## src/rtl/mbc_pkg.sv

```systemverilog
package mbc_pkg;

  typedef enum logic [1:0] {
    KIND_CODE  = 2'b00,
    KIND_DRD   = 2'b01,
    KIND_DWR   = 2'b10,
    KIND_DRD_B = 2'b11
  } kind_e;

  typedef enum logic [1:0] {
    ST_IDLE = 2'd0,
    ST_ADDR = 2'd1,
    ST_DATA = 2'd2,
    ST_INT  = 2'd3
  } st_e;

  // Code fetch served from on-chip code store?
  function automatic logic to_internal(input kind_e kind, input logic [15:0] addr,
                                       input logic ext_access, input logic [15:0] top);
    return (kind == KIND_CODE) && ext_access && (addr <= top);
  endfunction

  function automatic logic is_write(input kind_e kind);
    return kind == KIND_DWR;
  endfunction

  function automatic logic is_code(input kind_e kind);
    return kind == KIND_CODE;
  endfunction

endpackage

```

## src/rtl/mbc_route.sv

```systemverilog
module mbc_route
  import mbc_pkg::*;
#(
  parameter int INT_AW = 12
) (
  input  kind_e       kind,
  input  logic [15:0] addr,
  input  logic        ext_access,
  output logic        is_int
);
  localparam logic [15:0] INT_TOP = 16'((1 << INT_AW) - 1);

  always_comb is_int = to_internal(kind, addr, ext_access, INT_TOP);
endmodule

```

## src/rtl/mbc_seq.sv

```systemverilog
module mbc_seq
  import mbc_pkg::*;
#(
  parameter int PHASE_CLKS = 3
) (
  input  logic clk,
  input  logic rst_n,
  input  logic req_valid,
  input  logic req_is_int,
  output st_e  st,
  output logic accept,
  output logic phase_end,
  output logic done
);
  localparam int CW = (PHASE_CLKS > 1) ? $clog2(PHASE_CLKS) : 1;
  localparam logic [CW-1:0] LAST = CW'(PHASE_CLKS - 1);

  logic [CW-1:0] cnt;

  assign accept    = req_valid && (st == ST_IDLE);
  assign phase_end = ((st == ST_ADDR) || (st == ST_DATA)) && (cnt == LAST);

  always_ff @(posedge clk or negedge rst_n) begin
    if (!rst_n) begin
      st   <= ST_IDLE;
      cnt  <= '0;
      done <= 1'b0;
    end else begin
      done <= 1'b0;
      case (st)
        ST_IDLE: begin
          cnt <= '0;
          if (accept) st <= req_is_int ? ST_INT : ST_ADDR;
        end
        ST_ADDR: begin
          if (phase_end) begin
            st  <= ST_DATA;
            cnt <= '0;
          end else begin
            cnt <= cnt + 1'b1;
          end
        end
        ST_DATA: begin
          if (phase_end) begin
            st   <= ST_IDLE;
            cnt  <= '0;
            done <= 1'b1;
          end else begin
            cnt <= cnt + 1'b1;
          end
        end
        default: begin
          st   <= ST_IDLE;
          done <= 1'b1;
        end
      endcase
    end
  end

  AST_DONE_PULSE: assert property (@(posedge clk) disable iff (!rst_n)
    done |=> !done);
  AST_DONE_AFTER_WORK: assert property (@(posedge clk) disable iff (!rst_n)
    done |-> ($past(st) == ST_DATA || $past(st) == ST_INT));
endmodule

```

## src/rtl/mbc_pins.sv

```systemverilog
module mbc_pins
  import mbc_pkg::*;
#(
  parameter int INT_AW = 12
) (
  input  logic              clk,
  input  logic              rst_n,
  input  st_e               st,
  input  logic              accept,
  input  logic              phase_end,
  input  kind_e             req_kind,
  input  logic [15:0]       req_addr,
  input  logic [7:0]        req_wdata,
  input  logic [7:0]        ad_in,
  input  logic [7:0]        icode_data,
  output logic [7:0]        rdata,
  output logic              ale,
  output logic [7:0]        ad_out,
  output logic              ad_oe,
  output logic [7:0]        addr_hi,
  output logic              rd_n,
  output logic              wr_n,
  output logic              psen_n,
  output logic              icode_en,
  output logic [INT_AW-1:0] icode_addr
);
  kind_e       kind_q;
  logic [15:0] addr_q;
  logic [7:0]  wdata_q;

  logic in_addr, in_data, on_pins, data_wr, data_code, data_rd;

  always_ff @(posedge clk or negedge rst_n) begin
    if (!rst_n) begin
      kind_q  <= KIND_CODE;
      addr_q  <= '0;
      wdata_q <= '0;
    end else if (accept) begin
      kind_q  <= req_kind;
      addr_q  <= req_addr;
      wdata_q <= req_wdata;
    end
  end

  assign in_addr   = (st == ST_ADDR);
  assign in_data   = (st == ST_DATA);
  assign on_pins   = in_addr || in_data;
  assign data_wr   = in_data && is_write(kind_q);
  assign data_code = in_data && is_code(kind_q);
  assign data_rd   = in_data && !is_write(kind_q) && !is_code(kind_q);

  always_comb begin
    ale        = in_addr;
    ad_oe      = in_addr || data_wr;
    ad_out     = in_addr ? addr_q[7:0] : (data_wr ? wdata_q : 8'h00);
    addr_hi    = on_pins ? addr_q[15:8] : 8'h00;
    rd_n       = !data_rd;
    wr_n       = !data_wr;
    psen_n     = !data_code;
    icode_en   = (st == ST_INT);
    icode_addr = addr_q[INT_AW-1:0];
  end

  always_ff @(posedge clk or negedge rst_n) begin
    if (!rst_n) begin
      rdata <= '0;
    end else if (in_data && phase_end && !is_write(kind_q)) begin
      rdata <= ad_in;
    end else if (st == ST_INT) begin
      rdata <= icode_data;
    end
  end

  AST_ALE_NO_STROBE: assert property (@(posedge clk) disable iff (!rst_n)
    ale |-> (rd_n && wr_n && psen_n && ad_oe));
  AST_HI_STABLE: assert property (@(posedge clk) disable iff (!rst_n)
    (st == ST_DATA) |-> $stable(addr_hi));
  AST_ONE_STROBE: assert property (@(posedge clk) disable iff (!rst_n)
    $countones({~rd_n, ~wr_n, ~psen_n}) <= 1);
  AST_RD_RELEASE: assert property (@(posedge clk) disable iff (!rst_n)
    (!rd_n || !psen_n) |-> !ad_oe);
  AST_INT_QUIET: assert property (@(posedge clk) disable iff (!rst_n)
    icode_en |-> (!ale && rd_n && wr_n && psen_n));
  AST_DATA_NEVER_INT: assert property (@(posedge clk) disable iff (!rst_n)
    icode_en |-> is_code(kind_q));
endmodule

```

## src/rtl/mux_bus_ctrl.sv

```systemverilog
module mux_bus_ctrl
  import mbc_pkg::*;
#(
  parameter int PHASE_CLKS = 3,
  parameter int INT_AW     = 12
) (
  input  logic              clk,
  input  logic              rst_n,
  input  logic              req_valid,
  input  logic [1:0]        req_kind,
  input  logic [15:0]       req_addr,
  input  logic [7:0]        req_wdata,
  input  logic              ext_access,
  output logic              req_ready,
  output logic              done,
  output logic [7:0]        rdata,
  output logic              ale,
  output logic [7:0]        ad_out,
  output logic              ad_oe,
  input  logic [7:0]        ad_in,
  output logic [7:0]        addr_hi,
  output logic              rd_n,
  output logic              wr_n,
  output logic              psen_n,
  output logic              icode_en,
  output logic [INT_AW-1:0] icode_addr,
  input  logic [7:0]        icode_data
);
  kind_e kind_in;
  st_e   st;
  logic  is_int, accept, phase_end;

  assign kind_in   = kind_e'(req_kind);
  assign req_ready = (st == ST_IDLE);

  mbc_route #(.INT_AW(INT_AW)) u_route (
    .kind       (kind_in),
    .addr       (req_addr),
    .ext_access (ext_access),
    .is_int     (is_int)
  );

  mbc_seq #(.PHASE_CLKS(PHASE_CLKS)) u_seq (
    .clk        (clk),
    .rst_n      (rst_n),
    .req_valid  (req_valid),
    .req_is_int (is_int),
    .st         (st),
    .accept     (accept),
    .phase_end  (phase_end),
    .done       (done)
  );

  mbc_pins #(.INT_AW(INT_AW)) u_pins (
    .clk        (clk),
    .rst_n      (rst_n),
    .st         (st),
    .accept     (accept),
    .phase_end  (phase_end),
    .req_kind   (kind_in),
    .req_addr   (req_addr),
    .req_wdata  (req_wdata),
    .ad_in      (ad_in),
    .icode_data (icode_data),
    .rdata      (rdata),
    .ale        (ale),
    .ad_out     (ad_out),
    .ad_oe      (ad_oe),
    .addr_hi    (addr_hi),
    .rd_n       (rd_n),
    .wr_n       (wr_n),
    .psen_n     (psen_n),
    .icode_en   (icode_en),
    .icode_addr (icode_addr)
  );

  AST_IDLE_QUIET: assert property (@(posedge clk) disable iff (!rst_n)
    req_ready |-> (!ale && !ad_oe && rd_n && wr_n && psen_n));
  AST_BUSY_IGNORES: assert property (@(posedge clk) disable iff (!rst_n)
    (!req_ready && !done) |=> !done || !req_ready || $past(phase_end) || $past(icode_en));
endmodule

```

## config.mk

```make
export PLATFORM = sky130hd
export DESIGN_NAME = mux_bus_ctrl
export DESIGN_NICKNAME = d
export VERILOG_FILES = /design/src/rtl/mbc_pkg.sv /design/src/rtl/mbc_route.sv /design/src/rtl/mbc_seq.sv /design/src/rtl/mbc_pins.sv /design/src/rtl/mux_bus_ctrl.sv
export SDC_FILE = /design/constraint.sdc
export NUM_CORES = 1
export LEC_CHECK = 0
export BUFFER_PORTS_ARGS = -buffer_cell sky130_fd_sc_hd__buf_2
export CORE_MARGIN = 2
export CORE_UTILIZATION = 47
export DETAILED_ROUTE_END_ITERATION = 10
export PLACE_DENSITY = 0.8
export SKIP_CTS_REPAIR_TIMING = 1
export SYNTH_ARGS = -nofsm -noshare
export SYNTH_HDL_FRONTEND = slang
export SYNTH_SLANG_ARGS = --single-unit
```

## constraint.sdc

```tcl
create_clock -name clk -period 1.85 [get_ports clk]
set_input_delay 0.37 -clock clk [delete_from_list [all_inputs] [get_ports clk]]
set_output_delay 0.37 -clock clk [all_outputs]
set_load 0.005 [all_outputs]
```

=== Yosys cells after proc, flatten, opt, wreduce, memory -nomap -nowiden ===
Cells that the tools add are included.

* Add/subtract/negate cells: 1
* Magnitude comparators: 1
* Equality and inequality tests: 8
* Muxes and demuxes: 14
* Reduce and logical (&&, ||, !) cells: 25

{| class="wikitable"
|+ Operators with widths
! cell !! count
|-
| two-way mux 8 bit || 5
|-
| less-or-equal comparator 16 x 12 -> 1 bit (second input constant) || 1
|-
| logical AND 1 bit || 10
|-
| two-way mux 2 bit || 5
|-
| equality test 2 bit (second input constant) || 4
|-
| zero test 2 bit || 3
|-
| inequality test 2 x 1 -> 1 bit (second input constant) || 3
|-
| case mux 2 bit (3 select lines) || 1
|-
| zero test 1 bit || 5
|-
| case mux 2 bit (2 select lines) || 1
|-
| nonzero test 2 bit || 2
|-
| OR reduction 2 bit || 2
|-
| AND reduction 3 bit || 1
|-
| adder 2 x 1 -> 2 bit (second input constant) || 1
|-
| equality test 2 x 1 -> 1 bit (second input constant) || 1
|-
| logical OR 1 bit || 2
|-
| case mux 1 bit (2 select lines) || 1
|-
| two-way mux 1 bit || 1
|}

* Register bits: 39
* Word-level logic and storage cells: 56

=== Logic depth before layout (Yosys ltp) ===
Gate-level depths: netlist (run 1).

* Depth in word-level cells: 6
* Mapped depth: 6
* Mapped depth without buffers: 5

=== By module ===
A second synthesis (run 1) with hierarchy kept.

* Cells, all modules: 174
* Area total of the unflattened synthesis: 2088.3 um2

{| class="wikitable"
|+ Modules (own cells, without submodules)
! module !! instances !! cells each !! area an instance (um2) !! seq. area each (um2)
|-
| mbc_pins || 1 || 142 || 1745.4 || 850.8
|-
| mbc_seq || 1 || 29 || 316.6 || 125.1
|-
| mbc_route || 1 || 2 || 22.5 || 0.0
|-
| mux_bus_ctrl || 1 || 1 || 3.8 || 0.0
|}

=== Worst setup path before layout (run 1) ===
No wires, ideal clock.

* Kind: reg2out
* From: register u_seq.st[0]
* To: output ad_oe
* Arrival time: 1.334 ns
* Required time: 1.480 ns
* Slack: 0.146 ns
* Cell stages (with the launch flop): 6
* Buffers on the path: 1
* Cell sequence: dfrtp_1 > inv_1 > ha_1 > and3b_1 > buf_2 > or2_2

* Word-level cells in the longest chain between the ends: 3
* Elaborated cells between the ends (all ways): 4

{| class="wikitable"
|+ RTL lines
! element !! line !! text
|-
| start: declaration || mbc_seq.sv:10 || <nowiki>output st_e st,</nowiki>
|-
| start signal: assignment || mbc_seq.sv:33 || <nowiki>if (accept) st <= req_is_int ? ST_INT : ST_ADDR;</nowiki>
|-
| equality test 2 bit || mbc_pins.sv:46 || <nowiki>assign in_data = (st == ST_DATA);</nowiki>
|-
| logical AND 1 bit || mbc_pins.sv:48 || <nowiki>assign data_wr = in_data && is_write(kind_q);</nowiki>
|-
| logical OR 1 bit (*) || mbc_pins.sv:54 || <nowiki>ad_oe = in_addr || data_wr;</nowiki>
|-
| end: declaration || mux_bus_ctrl.sv:19 || <nowiki>output logic ad_oe,</nowiki>
|}

Every way passes the cells marked *; elsewhere a longest branch is shown, timed or not.

=== Worst setup path after layout (run 1) ===
* From: register u_seq.st[1]
* To: output ad_oe

Same word-level chain as after synthesis.

==> results_tabular.tex, run 1 <==
\begin{tabular}{lr}
\hline
Metric & Value \\
\hline
\multicolumn{2}{l}{\textbf{Clocking}} \\
\quad CTS root buf & sky130\_fd\_sc\_hd\_\_clkbuf\_8 \\
\quad Clock-pin slew on the worst setup and hold paths & 0.07 ns \\
\quad Deepest clock path buffer count & 2 \\
\quad H-Tree Depth & 2 \\
\quad Clock latency reported for the late side of the worst-skew pair & 0.29 ns \\
\quad Clock tree from TritonCTS & done \\
\quad Number of sinks on the clock net & 39 \\
\quad TritonCTS Buffers & 5 \\
\multicolumn{2}{l}{\textbf{Timing}} \\
\quad Period Utilization, post-route & 104.0\% \\
\quad Worst slew margin & 67.34\% \\
\quad Final max-slew violation count & 0 \\
\quad Worst-case clock skew & 0.006433 ns \\
\quad RSZ-0062 raised after global routing & true \\
\quad Total of endpoints with negative setup slack in the final report & 17 \\
\quad Slew at the pin closest to its max-slew limit & 0.4899 ns \\
\quad Sum Neg Setup Slack & -0.6321 ns \\
\quad Highest clock rate & 519.9 MHz \\
\quad Time the final worst path needs with I/O delays and setup & 1.924 ns \\
\quad Slack of the critical path & -0.07360 ns \\
\quad Final hold violation count & 0 \\
\multicolumn{2}{l}{\textbf{Worst setup path}} \\
\quad Crit path depth & 4 \\
\quad Arrival time at the worst endpoint & 1.55 ns \\
\quad Count of cells along the worst register-to-register path & 5 \\
\quad Master of the slowest instance on the critical path & sky130\_fd\_sc\_hd\_\_dfrtp\_1 \\
\quad CP startpoint kind & flip-flop \\
\quad Buffer and inverter count on the worst path & 1 \\
\quad Worst path cell trace & ha\_2 -> and3b\_2 -> or2\_4 -> buf\_6 \\
\quad Cell family with most CP delay & simple AND/OR/NAND/NOR gates \\
\quad Slowest stage delay, CP & 0.43 ns \\
\quad Type of the worst setup path & flip-flop to output pin \\
\quad Required time of the critical path & 1.48 ns \\
\quad Critical path capture point type & output pin \\
\quad Crit Path Max Fanout & 5 \\
\multicolumn{2}{l}{\textbf{Pwr}} \\
\quad Power per cell area & 1689 nW/um\^{}2 \\
\quad Fraction of power consumed by the clock network & 15.3\% \\
\quad Internal cell power & 2.956 mW \\
\quad Power consumption & 4.366 mW \\
\quad Worst voltage drop across the vdd grid & 1.048 mV \\
\quad Sw Ratio & 32.30\% \\
\quad P\_sw & 1.410 mW \\
\quad Relative contribution of combinational cells to total power & 48.8\% \\
\quad Register share of total power & 35.9\% \\
\quad Static Leak & 1.283 nW \\
\multicolumn{2}{l}{\textbf{Cells and area}} \\
\quad Post-layout nets & 299 \\
\quad Most frequent cells in the layout & sky130\_fd\_sc\_hd\_\_buf\_2 (88), sky130\_fd\_sc\_hd\_\_mux2\_2 (41), sky130\_fd\_sc\_hd\_\_dfrtp\_1 (39), sky130\_fd\_sc\_hd\_\_nand2\_1 (18), sky130\_fd\_sc\_hd\_\_and2\_2 (8) \\
\quad Fillers & 323 \\
\quad Number of antenna diodes & 0 \\
\quad Area occupied by registers & 975.9 um\^{}2 \\
\quad Multi-input gate area & 904.6 um\^{}2 \\
\quad Fraction of final layout cells sized beyond drive strength 1 & 66.94\% \\
\quad Area added between synthesis and finish & 30.02\% \\
\quad Most common library cell in the layout ignoring fill and taps & sky130\_fd\_sc\_hd\_\_buf\_2 \\
\multicolumn{2}{l}{\textbf{Global route}} \\
\quad Largest net degree at the start of global routing & 40 \\
\quad Global-route usage over all layers & 18.03\% \\
\quad Wire length of the first global-routing pass & 6837 um \\
\quad GRT overflow & 0 \\
\quad Number of antenna violations at the first check in global routing & 0 \\
\quad Vias in the first global route & 1,477 \\
\multicolumn{2}{l}{\textbf{Logic synthesis}} \\
\quad Number of register bits inferred by synthesis & 39 \\
\quad Most used flip-flop cell after synthesis & sky130\_fd\_sc\_hd\_\_dfrtp\_1 \\
\quad Sequential fraction of the synthesis area & 49.09\% \\
\quad Fraction of registers with async set/reset & 100.0\% \\
\quad Number of synthesis warnings & 0 \\
\quad Post-synth design cell area & 1988 um\^{}2 \\
\quad Number of synthesized flops with an enable pin & 0 \\
\quad Number of instances in the synthesized netlist & 163 \\
\quad Yosys cell types & 26 \\
\quad Post-synth net total & 214 \\
\quad Mean instance size in the synthesized netlist & 12.20 um\^{}2 \\
\multicolumn{2}{l}{\textbf{Drt}} \\
\quad Number of vias after detailed routing & 1,473 \\
\quad Routed Wire Length & 4113 um \\
\quad Number of DRC markers after the initial detailed-route iteration & 61 \\
\quad Drt first pass iters & 4 \\
\quad Per-cell routed wire length & 13.80 um \\
\quad Residual DRC count & 0 \\
\quad Number of vias per cell & 4.943 \\
\quad Detail Route Antenna Nets & 0 \\
\multicolumn{2}{l}{\textbf{Place}} \\
\quad Count of input and output buffers & 89 \\
\quad Half-perimeter wire length after detailed placement & 3080 um \\
\quad Gp weighted congestion & 0.7462 \\
\multicolumn{2}{l}{\textbf{Job}} \\
\quad Maximum capacitance violations & 0 \\
\multicolumn{2}{l}{\textbf{Floorplanning}} \\
\quad Starting density of the core & 49.35\% \\
\quad Cell row count & 23 \\
\quad Die W & 69.04 um \\
\quad Number of top-level pins & 90 \\
\quad Die Height & 69.04 um \\
\quad Die Outline Area & 4767 um\^{}2 \\
\quad Core region area & 4029 um\^{}2 \\
\multicolumn{2}{l}{\textbf{Min path}} \\
\quad Path class of the lowest-slack min-delay path & input port to async pin \\
\multicolumn{2}{l}{\textbf{Outcome}} \\
\quad Run status & finished, violations left \\
\quad Violated checks & setup timing \\
\hline
\end{tabular}
-- logic make-up after synthesis --
group | share of synthesized area [%]
compound gates | 4.406
fa+ha+maj | 3.147
buf+inv | 7.362
flops | 49.09
mux | 25.24
simple gates | 10.76
-- area by class of cell --
cell class,count,area share [%]
multi-input combinational,102,35.00
clock buffer,6,2.807
sequential,39,37.75
timing repair buffer,96,20.28
clock inverter,1,1.162
tap,50,2.420
inverter,4,0.5808
-- sequential cells by signal, summed over array words and instances (netlist names) --
signal and flops:
u_seq.st 2, u_pins.rdata 8, u_seq.done 1, u_pins.addr_q 16, u_pins.wdata_q 8, u_pins.kind_q 2
u_seq.cnt 2
-- layer usage --
layer	vias to the layer above	track usage, %	wire, um	part of all wire [%]
met4	0	5.447	42	1.0
met3	4	6.433	384	9.3
met2	72	29.17	1926	47
met1	682	22.71	1758	43
met5	-	0	0	0
li1	715	-	-	-
-- synthesized netlist by cell type (2+ instances only) --
master | number | area share, %
sky130_fd_sc_hd__o21ai_0 | 10 | 2.5
sky130_fd_sc_hd__and2_2 | 8 | 3.0
sky130_fd_sc_hd__buf_4 | 13 | 4.9
sky130_fd_sc_hd__mux2_4 | 2 | 1.5
sky130_fd_sc_hd__nor4b_1 | 2 | 0.88
sky130_fd_sc_hd__and3b_1 | 2 | 0.88
sky130_fd_sc_hd__mux2_2 | 41 | 23
sky130_fd_sc_hd__nand2_1 | 19 | 3.6
sky130_fd_sc_hd__ha_1 | 5 | 3.1
sky130_fd_sc_hd__nor2_1 | 2 | 0.38
sky130_fd_sc_hd__inv_1 | 4 | 0.75
sky130_fd_sc_hd__dfrtp_1 | 39 | 49
sky130_fd_sc_hd__buf_2 | 3 | 0.75
-- path summary, 6_finish.rpt --
path	start	end	slack (ns)
worst max-delay path	u_seq.st[1]	ad_oe	-0.07
worst min-delay path	rst_n	u_pins.wdata_q[2]	0.13
worst max register to register	u_seq.st[1]	u_pins.rdata[6]	0.13
worst min register to register	u_pins.addr_q[14]	u_pins.addr_q[14]	0.51
max in group asynchronous	rst_n	u_seq.cnt[1]	1.37
min in group clk	req_addr[7]	u_pins.addr_q[7]	0.31
-- metrics by stage --
| step | util [%] | setup WS [ns] | cell area (um^2) | hold WS, ns | cells |
|---|---|---|---|---|---|
| global route | 64.16 | -0.1504 | 2585 | 0.1678 | 298 |
| finish | 64.16 | -0.07360 | 2585 | 0.1316 | 298 |
| floorplan | - | 0.1464 | 1988 | 0.07441 | 163 |
| global placement | 60.31 | 0.1328 | 2430 | 0.4516 | 290 |
| CTS | 62.86 | -0.2859 | 2532 | 0.1428 | 297 |
| detailed placement | 60.31 | 0.08671 | 2430 | 0.4513 | 290 |
-- power by group through the flow --
stage	Sequential, mW	Clock [mW]	Combinational, mW
global route	1.64	0.729	2.36
floorplan	1.51	0	1.42
CTS	1.56	0.688	2.04
finish	1.57	0.669	2.13
global placement	1.54	0	1.99
detailed placement	1.57	0	2.03
No activity file was read; power rests on OpenSTA's default activity.
==> run 2: changes to the inputs <==
--- a/config.mk
+++ b/config.mk
@@ -6,11 +6,13 @@
 export NUM_CORES = 1
 export LEC_CHECK = 0
 export BUFFER_PORTS_ARGS = -buffer_cell sky130_fd_sc_hd__buf_2
+export CAP_MARGIN = 20
 export CORE_MARGIN = 2
 export CORE_UTILIZATION = 47
 export DETAILED_ROUTE_END_ITERATION = 10
-export PLACE_DENSITY = 0.8
+export PLACE_DENSITY = 0.79
 export SKIP_CTS_REPAIR_TIMING = 1
 export SYNTH_ARGS = -nofsm -noshare
 export SYNTH_HDL_FRONTEND = slang
+export SYNTH_HIERARCHICAL = 1
 export SYNTH_SLANG_ARGS = --single-unit
==> constraint.sdc (replaced) <==
create_clock -name clk -period 2.18 [get_ports clk]
set_input_delay 0.436 -clock clk [delete_from_list [all_inputs] [get_ports clk]]
set_output_delay 0.436 -clock clk [all_outputs]
set_load 0.005 [all_outputs]
==> run 2 against run 1 <==
Against the previous run: the flow now finishes without violations; final area grew 1.9%; largest power group unchanged; highest routed layer unchanged; clock skew is 0.0017 ns lower; cell count up 4.0%; clock-buffer cell count stayed put.
==> results_tabular.tex, run 2 <==
\begin{tabular}{lr}
\hline
Metric & Value \\
\hline
\multicolumn{2}{l}{\textbf{Logic synthesis}} \\
\quad Mux contribution to synthesized area & 24.27\% (-0.97 points) \\
\quad Share of Yosys cell area claimed by the top area cell type & 46.73\% (-2.4 points) \\
\quad Synth cell count leaders & sky130\_fd\_sc\_hd\_\_dfrtp\_1 (39), sky130\_fd\_sc\_hd\_\_mux2\_2 (33), sky130\_fd\_sc\_hd\_\_nand2\_1 (22) \\
\quad Post-synthesis xor/xnor area fraction & 0\% (unchanged) \\
\quad Yosys cell types & 29 (+12\%) \\
\quad Post-synth design cell area & 2088 um\^{}2 (+5.0\%) \\
\quad Cell taking the most area after synthesis & sky130\_fd\_sc\_hd\_\_dfrtp\_1 \\
\quad Post-synth net total & 229 (+7.0\%) \\
\quad Mean instance size in the synthesized netlist & 12.00 um\^{}2 (-1.6\%) \\
\quad Number of instances in the synthesized netlist & 174 (+6.7\%) \\
\quad Sequential fraction of the synthesis area & 46.73\% (-2.4 points) \\
\quad Number of synthesis warnings & 6 (+6) \\
\quad Most used flip-flop cell after synthesis & sky130\_fd\_sc\_hd\_\_dfrtp\_1 \\
\quad Most area-consuming cells after synthesis & sky130\_fd\_sc\_hd\_\_dfrtp\_1 (47\%), sky130\_fd\_sc\_hd\_\_mux2\_2 (18\%), sky130\_fd\_sc\_hd\_\_mux2\_4 (6.5\%), sky130\_fd\_sc\_hd\_\_buf\_4 (5.4\%), sky130\_fd\_sc\_hd\_\_ha\_1 (5.4\%) \\
\quad Number of synthesized flops with an enable pin & 0 (unchanged) \\
\quad Synthesized-area fraction occupied by adder cells & 5.392\% (+2.2 points) \\
\quad Dominant combinational cell family by area after synthesis & multiplexers \\
\quad Top-count cell post-synth & sky130\_fd\_sc\_hd\_\_dfrtp\_1 \\
\quad Fraction of registers with async set/reset & 100.0\% (unchanged) \\
\quad Synthesized-area fraction occupied by ao, oa, aoi and oai cells & 5.093\% (+0.69 points) \\
\quad Simple-Gate Fraction of Synth Area & 10.90\% (+0.14 points) \\
\quad Number of register bits inferred by synthesis & 39 (unchanged) \\
\multicolumn{2}{l}{\textbf{Pwr}} \\
\quad Static Leak & 1.314 nW (+2.4\%) \\
\quad Relative contribution of combinational cells to total power & 50.0\% (+1.2 points) \\
\quad P\_sw & 1.281 mW (-9.2\%) \\
\quad Sw Ratio & 33.69\% (+1.4 points) \\
\quad Fraction of power consumed by the clock network & 14.9\% (-0.4 points) \\
\quad Worst voltage drop across the vdd grid & 0.7538 mV (-28\%) \\
\quad Internal cell power & 2.520 mW (-15\%) \\
\quad Power per cell area & 1442 nW/um\^{}2 (-15\%) \\
\quad Register share of total power & 35.1\% (-0.8 points) \\
\multicolumn{2}{l}{\textbf{Place}} \\
\quad Placed Area & 2509 um\^{}2 (+3.2\%) \\
\quad Count of input and output buffers & 89 (unchanged) \\
\quad Placed Cells & 301 (+3.8\%) \\
\quad Half-perimeter wire length after detailed placement & 3113 um (+1.1\%) \\
\quad Gp weighted congestion & 0.7746 (+3.8\%) \\
\multicolumn{2}{l}{\textbf{Floorplanning}} \\
\quad Die Outline Area & 4992 um\^{}2 (+4.7\%) \\
\quad Core region area & 4324 um\^{}2 (+7.3\%) \\
\quad Die W & 70.66 um (+2.3\%) \\
\quad Die Height & 70.66 um (+2.3\%) \\
\quad Number of top-level pins & 90 (unchanged) \\
\quad Starting density of the core & 48.29\% (-1.1 points) \\
\quad Cell row count & 24 (+4.3\%) \\
\multicolumn{2}{l}{\textbf{Cells and area}} \\
\quad Most frequent cells in the layout & sky130\_fd\_sc\_hd\_\_buf\_2 (89), sky130\_fd\_sc\_hd\_\_dfrtp\_1 (38), sky130\_fd\_sc\_hd\_\_mux2\_2 (33), sky130\_fd\_sc\_hd\_\_nand2\_1 (22) \\
\quad Most common library cell in the layout ignoring fill and taps & sky130\_fd\_sc\_hd\_\_buf\_2 \\
\quad Final core utilization & 60.94\% (-3.2 points) \\
\quad Fillers & 377 (+17\%) \\
\quad Final standard cell count with taps included and fillers excluded & 310 (+4.0\%) \\
\quad Area added between synthesis and finish & 26.18\% \\
\quad Largest register by flop count & u\_pins/addr\_q \\
\quad Number of antenna diodes & 0 (unchanged) \\
\quad Top Registers & u\_pins/addr\_q x16, u\_pins/rdata x8, u\_pins/wdata\_q x8 \\
\quad Max reg flops & 16 (unchanged) \\
\quad Fraction of final layout cells sized beyond drive strength 1 & 59.69\% (-7.2 points) \\
\quad Final standard cell area without fillers & 2635 um\^{}2 (+1.9\%) \\
\quad Post-layout nets & 313 (+4.7\%) \\
\multicolumn{2}{l}{\textbf{Timing}} \\
\quad Slew at the pin closest to its max-slew limit & 0.6156 ns (+0.1258 ns) \\
\quad Worst slew margin & 58.96\% (-8.4 points) \\
\quad RSZ-0062 raised after global routing & false \\
\quad Highest clock rate & 490.2 MHz \\
\quad Worst-case clock skew & 0.004732 ns (-0.001701 ns) \\
\quad Sum Neg Setup Slack & 0 ns (+0.6321 ns) \\
\quad Time the final worst path needs with I/O delays and setup & 2.040 ns \\
\quad Final max-slew violation count & 0 (unchanged) \\
\quad Period Utilization, post-route & 93.58\% \\
\quad Final hold violation count & 0 (unchanged) \\
\quad Total of endpoints with negative setup slack in the final report & 0 (-17) \\
\quad Final Hold Slack & 0.1597 ns (+0.02810 ns) \\
\multicolumn{2}{l}{\textbf{Worst setup path}} \\
\quad Arrival time at the worst endpoint & 1.60 ns (+0.05 ns) \\
\quad Crit Path Max Fanout & 5 (unchanged) \\
\quad Required time of the critical path & 1.74 ns (+0.26 ns) \\
\quad Count of cells along the worst register-to-register path & 7 (+2) \\
\quad Reg2Reg Setup Slack & 0.19 ns (+0.06 ns) \\
\quad CP startpoint kind & flip-flop \\
\quad Launch point of the worst reg-to-reg path & u\_seq/st[0] \\
\quad Type of the worst setup path & flip-flop to output pin \\
\quad Critical register-to-register path endpoint & u\_pins/rdata[6] \\
\quad Critical path capture point type & output pin \\
\multicolumn{2}{l}{\textbf{Clocking}} \\
\quad Number of sinks on the clock net & 39 (unchanged) \\
\quad H-Tree Depth & 2 (unchanged) \\
\quad Deepest clock path buffer count & 2 (unchanged) \\
\quad Clock tree from TritonCTS & done \\
\quad TritonCTS Buffers & 5 (unchanged) \\
\quad Clock-pin slew on the worst setup and hold paths & 0.07 ns (about the same) \\
\quad Clock latency reported for the late side of the worst-skew pair & 0.29 ns (about the same) \\
\quad CTS root buf & sky130\_fd\_sc\_hd\_\_clkbuf\_8 \\
\multicolumn{2}{l}{\textbf{Global route}} \\
\quad Vias in the first global route & 1,562 (+5.8\%) \\
\quad Global-route usage over all layers & 17.75\% (-0.28 points) \\
\quad GRT overflow & 0 (unchanged) \\
\quad Wire length of the first global-routing pass & 6969 um (+1.9\%) \\
\quad Largest net degree at the start of global routing & 28 (-30\%) \\
\quad Number of antenna violations at the first check in global routing & 0 (unchanged) \\
\multicolumn{2}{l}{\textbf{Min path}} \\
\quad Path class of the lowest-slack min-delay path & input port to async pin \\
\multicolumn{2}{l}{\textbf{Job}} \\
\quad Maximum capacitance violations & 0 (unchanged) \\
\multicolumn{2}{l}{\textbf{Drt}} \\
\quad Number of DRC markers after the initial detailed-route iteration & 65 (+6.6\%) \\
\quad Detail Route Antenna Nets & 0 (unchanged) \\
\quad Per-cell routed wire length & 13.97 um (+1.2\%) \\
\quad Number of vias after detailed routing & 1,541 (+4.6\%) \\
\quad Routed Wire Length & 4331 um (+5.3\%) \\
\quad Number of vias per cell & 4.971 (+0.57\%) \\
\quad Residual DRC count & 0 (unchanged) \\
\quad Drt first pass iters & 4 (unchanged) \\
\multicolumn{2}{l}{\textbf{Outcome}} \\
\quad Run status & finished, final reports clean \\
\hline
\end{tabular}
run 2: cell families (layout without fill, tap and decap cells):
kind of cell,count (synthesis),count (layout)
AO/OA/AOI/OAI,15,15
buffers and inverters,25,108
flip-flops,39,39
AND/OR/NAND/NOR,44,45
adder cells (fa/ha/maj),9,9
multiplexers,42,42
run 2: worst max-delay path, stage by stage, from the launching register on:
cell and delay [ns]:
sky130_fd_sc_hd__dfrtp_1 0.39, sky130_fd_sc_hd__inv_1 0.09, sky130_fd_sc_hd__ha_2 0.22, sky130_fd_sc_hd__and3b_2 0.25
sky130_fd_sc_hd__nand2_1 0.06, sky130_fd_sc_hd__o21ai_0 0.16, sky130_fd_sc_hd__buf_2 0.14
run 2: how the worst max path moves through the flow:
stage / startpoint / endpoint / slack (ns) / depth (start not counted)
2_1_floorplan: u_seq/st[1] / u_pins/rdata[0] / 0.36 / 6
3_3_place_gp: u_seq/st[0] / ad_out[3] / 0.23 / 6
3_5_place_dp: u_seq/st[1] / u_pins/rdata[1] / 0.13 / 6
4_1_cts: u_seq/st[1] / ad_out[3] / -0.08 / 5
5_1_grt: u_seq/st[0] / ad_out[3] / 0.02 / 6
6_report: u_seq/st[0] / ad_out[3] / 0.14 / 6
run 2: layout make-up:
cell class | instances | area [um^2] | area share, %
flip-flops and latches | 39 | 977.2 | 37.08
repair buffers | 94 | 495.5 | 18.80
well taps | 52 | 65.06 | 2.469
inverters | 7 | 26.28 | 0.9971
clock inverters | 1 | 30.03 | 1.140
multi-input cells | 111 | 968.4 | 36.75
clock buffers | 6 | 72.57 | 2.754
run 2: metrics by stage:
stage          worst slack [ns]  power, mW
6_report                 0.1400      3.801
5_1_grt                 0.02130      4.114
4_1_cts                -0.07838      3.815
3_5_place_dp             0.1314      3.217
3_3_place_gp             0.2274      3.144
2_1_floorplan            0.3619      2.666
run 2: power by group through the flow:
stage | registers, mW | clock network (mW) | logic [mW]
floorplan | 1.31 | 0 | 1.36
global placement | 1.32 | 0 | 1.83
detailed placement | 1.35 | 0 | 1.87
CTS | 1.33 | 0.588 | 1.90
global route | 1.40 | 0.618 | 2.10
finish | 1.33 | 0.566 | 1.90
run 2: routing by layer:
metal | global-route usage, % | vias up | routed length, um
met1 | 22.87 | 731 | 1883
li1 | - | 744 | -
met2 | 29.25 | 58 | 2059
met4 | 5.660 | 0 | 70
met5 | 0 | - | 0
met3 | 4.986 | 8 | 318
==> run 3: changes to the inputs <==
--- a/config.mk
+++ b/config.mk
@@ -5,12 +5,14 @@
 export SDC_FILE = /design/constraint.sdc
 export NUM_CORES = 1
 export LEC_CHECK = 0
+export ABC_AREA = 1
 export BUFFER_PORTS_ARGS = -buffer_cell sky130_fd_sc_hd__buf_2
 export CAP_MARGIN = 20
 export CORE_MARGIN = 2
-export CORE_UTILIZATION = 47
+export CORE_UTILIZATION = 48
 export DETAILED_ROUTE_END_ITERATION = 10
-export PLACE_DENSITY = 0.79
+export PLACE_DENSITY = 0.8
+export REMOVE_ABC_BUFFERS = 1
 export SKIP_CTS_REPAIR_TIMING = 1
 export SYNTH_ARGS = -nofsm -noshare
 export SYNTH_HDL_FRONTEND = slang
==> run 3 against run 2 <==
Against the previous run: sequential share of layout area is 0.16 points lower; register-to-register slack improved by 0.14 ns; combinational power decreased by 13%; synthesized cell count grew 43%; non-clock buffer count down 1; sequential power about the same; final area grew 0.43%; critical endpoint is now ad_out[7]; largest cell class unchanged.
==> results_tabular.tex, run 3 <==
\begin{tabular}{lr}
\hline
Metric & Value \\
\hline
\multicolumn{2}{l}{\textbf{Logic synthesis}} \\
\quad Number of instances in the synthesized netlist & 249 (+43\%) \\
\quad Number of synthesis warnings & 6 (unchanged) \\
\quad Yosys cell types & 22 (-24\%) \\
\quad Most area-consuming cells after synthesis & sky130\_fd\_sc\_hd\_\_dfrtp\_1 (45\%), sky130\_fd\_sc\_hd\_\_nand2\_1 (12\%), sky130\_fd\_sc\_hd\_\_mux2\_2 (8.9\%), sky130\_fd\_sc\_hd\_\_ha\_1 (5.2\%), sky130\_fd\_sc\_hd\_\_inv\_1 (5.1\%) \\
\quad Number of synthesized flops with an enable pin & 0 (unchanged) \\
\quad Mean instance size in the synthesized netlist & 8.628 um\^{}2 (-28\%) \\
\quad Top-count cell post-synth & sky130\_fd\_sc\_hd\_\_nand2\_1 \\
\quad Most used flip-flop cell after synthesis & sky130\_fd\_sc\_hd\_\_dfrtp\_1 \\
\quad Post-synth design cell area & 2148 um\^{}2 (+2.9\%) \\
\quad Number of register bits inferred by synthesis & 39 (unchanged) \\
\quad Fraction of registers with async set/reset & 100.0\% (unchanged) \\
\quad Sequential fraction of the synthesis area & 45.43\% (-1.3 points) \\
\quad Share of Yosys cell area claimed by the top area cell type & 45.43\% (-1.3 points) \\
\quad Cell taking the most area after synthesis & sky130\_fd\_sc\_hd\_\_dfrtp\_1 \\
\quad Synth cell count leaders & sky130\_fd\_sc\_hd\_\_nand2\_1 (68), sky130\_fd\_sc\_hd\_\_dfrtp\_1 (39), sky130\_fd\_sc\_hd\_\_inv\_1 (29) \\
\multicolumn{2}{l}{\textbf{Floorplanning}} \\
\quad Number of top-level pins & 90 (unchanged) \\
\quad Die W & 70.90 um (+0.35\%) \\
\quad Die Outline Area & 5027 um\^{}2 (+0.69\%) \\
\quad Cell row count & 24 (unchanged) \\
\quad Starting density of the core & 49.68\% (+1.4 points) \\
\quad Core region area & 4324 um\^{}2 (unchanged) \\
\quad Die Height & 70.90 um (+0.35\%) \\
\multicolumn{2}{l}{\textbf{Cells and area}} \\
\quad Largest register by flop count & u\_pins/addr\_q \\
\quad Most frequent cells in the layout & sky130\_fd\_sc\_hd\_\_buf\_2 (89), sky130\_fd\_sc\_hd\_\_nand2\_1 (68), sky130\_fd\_sc\_hd\_\_dfrtp\_1 (38), sky130\_fd\_sc\_hd\_\_inv\_1 (29), sky130\_fd\_sc\_hd\_\_nand3\_1 (18) \\
\quad Top Registers & u\_pins/addr\_q x16, u\_pins/rdata x8, u\_pins/wdata\_q x8 \\
\quad Fillers & 395 (+4.8\%) \\
\quad Most common library cell in the layout ignoring fill and taps & sky130\_fd\_sc\_hd\_\_buf\_2 \\
\quad Number of antenna diodes & 0 (unchanged) \\
\quad Max reg flops & 16 (unchanged) \\
\quad Final standard cell area without fillers & 2646 um\^{}2 (+0.43\%) \\
\quad Fraction of final layout cells sized beyond drive strength 1 & 40.00\% (-20 points) \\
\quad Area occupied by registers & 977.2 um\^{}2 (unchanged) \\
\quad Area added between synthesis and finish & 23.18\% \\
\quad Post-layout nets & 384 (+23\%) \\
\quad Multi-input gate area & 907.1 um\^{}2 (-6.3\%) \\
\multicolumn{2}{l}{\textbf{Timing}} \\
\quad Sum Neg Setup Slack & 0 ns (unchanged) \\
\quad Slew at the pin closest to its max-slew limit & 0.3523 ns (-0.2634 ns) \\
\quad Final hold violation count & 0 (unchanged) \\
\quad Highest clock rate & 490.3 MHz (about the same) \\
\quad Final max-slew violation count & 0 (unchanged) \\
\quad Period Utilization, post-route & 93.56\% (about the same) \\
\quad Worst-case clock skew & 0.004636 ns (-0.00009589 ns) \\
\quad Slack of the critical path & 0.1403 ns (+0.0002960 ns) \\
\quad RSZ-0062 raised after global routing & false \\
\quad Worst slew margin & 76.52\% (+18 points) \\
\quad Time the final worst path needs with I/O delays and setup & 2.040 ns (-0.0002960 ns) \\
\quad Total of endpoints with negative setup slack in the final report & 0 (unchanged) \\
\multicolumn{2}{l}{\textbf{Global route}} \\
\quad Global-route usage over all layers & 19.70\% (+1.9 points) \\
\quad GRT overflow & 0 (unchanged) \\
\quad GRT Max-Usage Layer & met2 \\
\quad Global routing met1 resource utilization & 25.37\% (+2.5 points) \\
\quad GR Util met2 & 31.15\% (+1.9 points) \\
\quad Met3 Track Usage GR & 6.838\% (+1.9 points) \\
\quad Vias in the first global route & 1,763 (+13\%) \\
\quad Number of antenna violations at the first check in global routing & 0 (unchanged) \\
\quad Wire length of the first global-routing pass & 7928 um (+14\%) \\
\quad Largest net degree at the start of global routing & 40 (+43\%) \\
\multicolumn{2}{l}{\textbf{Clocking}} \\
\quad Clock-pin slew on the worst setup and hold paths & 0.08 ns (about the same) \\
\quad CTS root buf & sky130\_fd\_sc\_hd\_\_clkbuf\_8 \\
\quad H-Tree Depth & 2 (unchanged) \\
\quad Clock tree from TritonCTS & done \\
\quad TritonCTS Buffers & 5 (unchanged) \\
\quad Number of sinks on the clock net & 39 (unchanged) \\
\quad Clock latency reported for the late side of the worst-skew pair & 0.29 ns (about the same) \\
\quad Deepest clock path buffer count & 2 (unchanged) \\
\multicolumn{2}{l}{\textbf{Worst setup path}} \\
\quad Crit Path Max Fanout & 10 (+5) \\
\quad CP startpoint kind & flip-flop \\
\quad Arrival time at the worst endpoint & 1.60 ns (about the same) \\
\quad Required time of the critical path & 1.74 ns (about the same) \\
\quad Critical path capture point type & output pin \\
\quad Type of the worst setup path & flip-flop to output pin \\
\multicolumn{2}{l}{\textbf{Outcome}} \\
\quad Run status & finished, final reports clean \\
\multicolumn{2}{l}{\textbf{Drt}} \\
\quad Number of vias per cell & 4.898 (-1.5\%) \\
\quad Routed Wire Length & 4746 um (+9.6\%) \\
\quad Drt first pass iters & 4 (unchanged) \\
\quad Residual DRC count & 0 (unchanged) \\
\quad Number of DRC markers after the initial detailed-route iteration & 70 (+7.7\%) \\
\quad Number of vias after detailed routing & 1,871 (+21\%) \\
\quad Detail Route Antenna Nets & 0 (unchanged) \\
\quad Per-cell routed wire length & 12.42 um (-11\%) \\
\multicolumn{2}{l}{\textbf{Min path}} \\
\quad Path class of the lowest-slack min-delay path & input port to async pin \\
\multicolumn{2}{l}{\textbf{Pwr}} \\
\quad Static Leak & 1.479 nW (+13\%) \\
\quad Worst voltage drop across the vdd grid & 0.7398 mV (-1.9\%) \\
\quad Power per cell area & 1304 nW/um\^{}2 (-9.6\%) \\
\multicolumn{2}{l}{\textbf{Job}} \\
\quad Maximum capacitance violations & 0 (unchanged) \\
\multicolumn{2}{l}{\textbf{Place}} \\
\quad Placed Area & 2547 um\^{}2 (+1.5\%) \\
\quad Half-perimeter wire length after detailed placement & 3483 um (+12\%) \\
\quad Post-Place Worst Slack & 0.3494 ns (+0.2180 ns) \\
\quad Gp weighted congestion & 0.8162 (+5.4\%) \\
\quad Count of input and output buffers & 89 (unchanged) \\
\hline
\end{tabular}
==> run 3: area by class of cell <==
| class | count | share of cell area [%] |
|---|---|---|
| flip-flops and latches | 39 | 36.93 |
| multi-input cells | 158 | 34.28 |
| repair buffers | 93 | 18.44 |
| inverters | 32 | 4.728 |
| clock buffers | 5 | 2.600 |
| well taps | 52 | 2.459 |
| clock inverters | 3 | 0.5674 |
==> run 3: cells by family after synthesis <==
family	count (synthesis)	synth area share (%)
buffers and inverters	52	12.81
multiplexers	17	8.911
adder cells (fa/ha/maj)	9	5.242
flip-flops	39	45.43
AO/OA/AOI/OAI	20	4.718
AND/OR/NAND/NOR	112	22.89
==> run 3: stage by stage <==
| step | util (%) | power [mW] | instances | hold slack (ns) |
|---|---|---|---|---|
| 5_1_grt | 61.20 | 3.767 | 382 | 0.1220 |
| 3_5_place_dp | 58.91 | 2.978 | 374 | 0.4214 |
| 3_3_place_gp | 58.91 | 2.925 | 374 | 0.4241 |
| 4_1_cts | 60.85 | 3.465 | 382 | 0.1074 |
| 6_report | 61.20 | 3.452 | 382 | 0.1108 |
| 2_1_floorplan | - | 2.281 | 229 | 0.1404 |
==> run 3: final timing paths <==
path	cells after the start	slack [ns]	endpoint	start
max reg2reg	10	0.33	u_pins/rdata[4]	u_seq/st[0]
min	2	0.11	u_pins/addr_q[10]	rst_n
min in group clk	3	0.35	u_pins/addr_q[9]	req_addr[9]
max	5	0.14	ad_out[7]	u_seq/st[0]
min reg2reg	1	0.52	u_pins/wdata_q[5]	u_pins/wdata_q[5]
max in group asynchronous	2	1.87	u_seq/st[1]	rst_n
==> run 3: power breakdown <==
part	leakage, nW	internal, mW	total (mW)	switching (mW)
clock network	0.0477	0.219	0.467	0.248
registers	0.471	1.09	1.32	0.234
logic	0.961	0.779	1.66	0.884
==> run 3: metal layers <==
metal / routed length, um / vias to the layer above / part of all wire, %
li1: - / 926 / -
met1: 2103 / 854 / 44
met2: 2122 / 83 / 45
met3: 445 / 8 / 9.4
met4: 76 / 0 / 1.6
met5: 0 / - / 0
==> run 3: critical path, stage by stage (launching register included) <==
cell and delay, ns:
sky130_fd_sc_hd__dfrtp_1 0.48, sky130_fd_sc_hd__inv_1 0.12, sky130_fd_sc_hd__ha_2 0.23, sky130_fd_sc_hd__nand3_4 0.15, sky130_fd_sc_hd__o21ai_0 0.19, sky130_fd_sc_hd__buf_2 0.14
